`src/rtl/vc_mult_pkg.sv`:
```
package vc_mult_pkg;
  function automatic bit vc_is_pow2(input int n);
    return (n >= 2) && ((n & (n - 1)) == 0);
  endfunction

  function automatic int vc_levels(input int n);
    int k;
    k = 0;
    while ((1 << (k + 1)) <= n) k++;
    return k;
  endfunction
endpackage

```
`src/rtl/vc_half_add.sv`:
```
module vc_half_add (
  input  logic x,
  input  logic y,
  output logic s,
  output logic c
);
  assign s = x ^ y;
  assign c = x & y;
endmodule

```
`src/rtl/vc_cell2x2.sv`:
```
module vc_cell2x2 (
  input  logic [1:0] a,
  input  logic [1:0] b,
  output logic [3:0] p
);
  logic t00, t01, t10, t11;
  logic s1, c1, s2, c2;

  assign t00 = a[0] & b[0];
  assign t10 = a[1] & b[0];
  assign t01 = a[0] & b[1];
  assign t11 = a[1] & b[1];

  vc_half_add u_cross (.x(t10), .y(t01), .s(s1), .c(c1));
  vc_half_add u_top   (.x(c1),  .y(t11), .s(s2), .c(c2));

  assign p = {c2, s2, s1, t00};
endmodule

```
`src/rtl/vc_ripple_add.sv`:
```
module vc_ripple_add #(
  parameter int W = 8
) (
  input  logic [W-1:0] x,
  input  logic [W-1:0] y,
  output logic [W-1:0] s,
  output logic         co
);
  logic [W:0] cy;
  assign cy[0] = 1'b0;

  for (genvar i = 0; i < W; i++) begin : g_fa
    logic hx;
    assign hx       = x[i] ^ y[i];
    assign s[i]     = hx ^ cy[i];
    assign cy[i+1]  = (x[i] & y[i]) | (hx & cy[i]);
  end

  assign co = cy[W];
endmodule

```
`src/rtl/vc_level.sv`:
```
module vc_level #(
  parameter int N = 16
) (
  input  logic [N-1:0]   a,
  input  logic [N-1:0]   b,
  output logic [2*N-1:0] p
);
  localparam int H = N / 2;

  if (N == 2) begin : g_leaf
    vc_cell2x2 u_cell (.a(a), .b(b), .p(p));
  end else begin : g_split
    logic [N-1:0] p_ll, p_lh, p_hl, p_hh;
    logic [N-1:0] cross_s, mid_s, top_s, mid_add, top_add;
    logic         cross_c, mid_c, top_c;

    vc_level #(.N(H)) u_ll (.a(a[H-1:0]), .b(b[H-1:0]), .p(p_ll));
    vc_level #(.N(H)) u_lh (.a(a[H-1:0]), .b(b[N-1:H]), .p(p_lh));
    vc_level #(.N(H)) u_hl (.a(a[N-1:H]), .b(b[H-1:0]), .p(p_hl));
    vc_level #(.N(H)) u_hh (.a(a[N-1:H]), .b(b[N-1:H]), .p(p_hh));

    // cross terms
    vc_ripple_add #(.W(N)) u_add_cross (
      .x(p_lh), .y(p_hl), .s(cross_s), .co(cross_c));

    // fold in the upper half of the low-by-low term
    assign mid_add = {{H{1'b0}}, p_ll[N-1:H]};
    vc_ripple_add #(.W(N)) u_add_mid (
      .x(cross_s), .y(mid_add), .s(mid_s), .co(mid_c));

    // the combined middle sum is below 2^(N+1): at most one carry is set
    assign top_add = {{(H-1){1'b0}}, cross_c | mid_c, mid_s[N-1:H]};
    vc_ripple_add #(.W(N)) u_add_top (
      .x(p_hh), .y(top_add), .s(top_s), .co(top_c));

    assign p = {top_s, mid_s[H-1:0], p_ll[H-1:0]};

    logic unused_top_c;
    assign unused_top_c = top_c;
  end
endmodule

```
`src/rtl/vc_mult16.sv`:
```
module vc_mult16 #(
  parameter int WIDTH = 16
) (
  input  logic [WIDTH-1:0]   op_a,
  input  logic [WIDTH-1:0]   op_b,
  output logic [2*WIDTH-1:0] product
);
  import vc_mult_pkg::*;

  localparam int PW     = 2 * WIDTH;
  localparam int LEVELS = vc_levels(WIDTH);

  if (!vc_is_pow2(WIDTH) || LEVELS < 1) begin : g_bad_width
    $error("vc_mult16: WIDTH must be a power of two, at least 2");
  end

  logic [PW-1:0] prod_w;

  vc_level #(.N(WIDTH)) u_root (.a(op_a), .b(op_b), .p(prod_w));

  assign product = prod_w;
endmodule

```
`config.mk`:
```
export PLATFORM = sky130hd
export DESIGN_NAME = vc_mult16
export DESIGN_NICKNAME = d
export VERILOG_FILES = /design/src/rtl/vc_mult_pkg.sv /design/src/rtl/vc_half_add.sv /design/src/rtl/vc_cell2x2.sv /design/src/rtl/vc_ripple_add.sv /design/src/rtl/vc_level.sv /design/src/rtl/vc_mult16.sv
export SDC_FILE = /design/constraint.sdc
export NUM_CORES = 1
export LEC_CHECK = 0
export ABC_AREA = 1
export BUFFER_PORTS_ARGS = -buffer_cell sky130_fd_sc_hd__buf_2
export CAP_MARGIN = 15
export CORE_MARGIN = 4
export CORE_UTILIZATION = 65
export DETAILED_ROUTE_END_ITERATION = 8
export PLACE_DENSITY_LB_ADDON = 0.05
export SYNTH_ARGS = -nofsm -noshare
export SYNTH_HDL_FRONTEND = slang
export SYNTH_SLANG_ARGS = --single-unit
```
`constraint.sdc`:
```
create_clock -name vclk -period 54.7
set_clock_uncertainty 0.1 [all_clocks]
set_input_delay 10.94 -clock vclk [all_inputs]
set_output_delay 10.94 -clock vclk [all_outputs]
set_load 0.02 [all_outputs]
```
==> metrics.txt <==
status complete, no violations; postcts setup bufs 0; Yosys top cell by area fa_1; die extent in y 140 um; CTS Hold Bufs 0; Hold Path End product[0]; Synth area leaders fa_1 (32%), ha_1 (29%), inv_1 (20%); Startpoint Class input port; Critical-path top delay cell fa_1; crit end category output pin; initial antenna violation count 0; Pins Over Slew Limit 0; Post-Syn Instances 1,444; post-DP HPWL 17,700 um; CP Class input port to output pin; min-delay worst type input port to output pin; vias per cell 4.56; drt drc 0; top cells by count, synth inv_1 (612), nand2_1 (271), ha_1 (261); critical path fanouts, max 16; Initial Utilization 0.671; number of max-cap violations 0; setup TNS 0 ns; Post-DRT Antenna Nets 0; Cell variety after synth 14; WP data required 43.66 ns; Avg Inst Size Synth 7.82 um2; layout cells sized above 1 0.0522; WL/cell 12.1 um; first-pass GRT wire length 35,400 um; final instance area 0.0111 mm2; ANT cells 0; number of global-route vias before repair 7,602; Row Count 47; I/O Pins 64; wirelength, routed 20,100 um; Detailed Routing Iterations Pass 1 5; DIE AREA 0.0195 mm2; seq_cells 0; Port Buffer Count 64; post-synthesis sequential area ratio 0; Nets 1,915; hold depth 4; Yosys top cell area share 0.323; largest net degree at the start of global routing 17; Fin Hold WS 22.28 ns; Tightest Pin Transition 0.495 ns; grt total ovfl 0; unrepaired setup endpoints after global routing no; worst path arrival time 24.01 ns; Die W 140 um; Seq. cell area 0 um2; Synthesized Nets 1,919; area grow syn2layout -1.69%; clkbuf count 0; Max Freq 28.5 MHz; final hold violation count 0; Ys Warns 0; Final Wtd Congestion 0.855; placed cell area 0.0111 mm2; setup violators final 0; Critical Path Max Stage Delay 0.50 ns; cells resized by post-CTS repair 0; aggregate global-route resource usage 0.217; drt initial violations 295; relative slew slack 0.670; cell mode on critical path fa_1; final cycle utilization of the critical path 0.641; hold_sp op_b[0]; routed vias 7,564; Final Critical Period 35.05 ns; most numerous cell in the Yosys netlist inv_1; synthesized area 0.0113 mm2; placeable core area 0.0168 mm2
-- worst max-delay path by stage --
stage                     cells after the start  slack (ns)          end     from
final                                        46       19.65  product[31]  op_b[2]
after global placement                       44       19.78  product[31]  op_b[2]
after floorplan                              46       20.42  product[31]  op_b[3]
after detailed placement                     44       19.64  product[31]  op_b[2]
after CTS                                    46       19.58  product[31]  op_b[2]
after global routing                         46       19.11  product[31]  op_b[3]
-- cells by family (layout without fill, tap and decap cells) --
family        Yosys count  count (layout)  synth area share
xor+xnor               13              13            0.0101
buf+inv               682             676             0.273
simple gates          306             306             0.105
fa+ha+maj             443             443             0.612
-- layer usage --
layer  vias up  global-route usage  share of wire
li1       3905                   -              -
met1      3513               0.334           0.50
met2       136               0.362           0.45
met3        10             0.00789          0.041
met4         0              0.0127         0.0070
met5         -                   0              0
-- worst max-delay path: cells and delay by family --
| kind | cells | cell delay [ns] |
|---|---|---|
| AND/OR/NAND/NOR | 3 | 0.21 |
| buffers and inverters | 7 | 0.62 |
| adder cells (fa/ha/maj) | 35 | 12.07 |
| XOR/XNOR | 1 | 0.16 |
-- cells in the final DEF, fill, tap and decap left out --
master | netlist | final
xnor2_1 | 2 | 2
inv_1 | 612 | 612
ha_1 | 261 | 261
xor2_1 | 11 | 11
buf_2 | 0 | 64
nand3b_1 | 1 | 1
fa_1 | 182 | 182
nand2_1 | 271 | 271
nor2_1 | 21 | 21
nand3_1 | 2 | 2
nand2_2 | 11 | 11
-- area by class of cell --
type | instances | area (um2)
well taps | 220 | 275
inverters | 612 | 2300
repair buffers | 64 | 320
multi-input cells | 762 | 8210
fillers | 1588 | 5720
-- per-stage QoR --
step | util | worst slack (ns) | cells
final | 0.660 | 19.65 | 1658
after CTS | 0.660 | 19.58 | 1658
after global placement | 0.660 | 19.78 | 1658
after floorplan | - | 20.42 | 1444
after global routing | 0.660 | 19.11 | 1658
after detailed placement | 0.660 | 19.64 | 1658
Power is not shown: default switching activity piles up to over one toggle a cycle in this logic, so the estimate is an artifact.
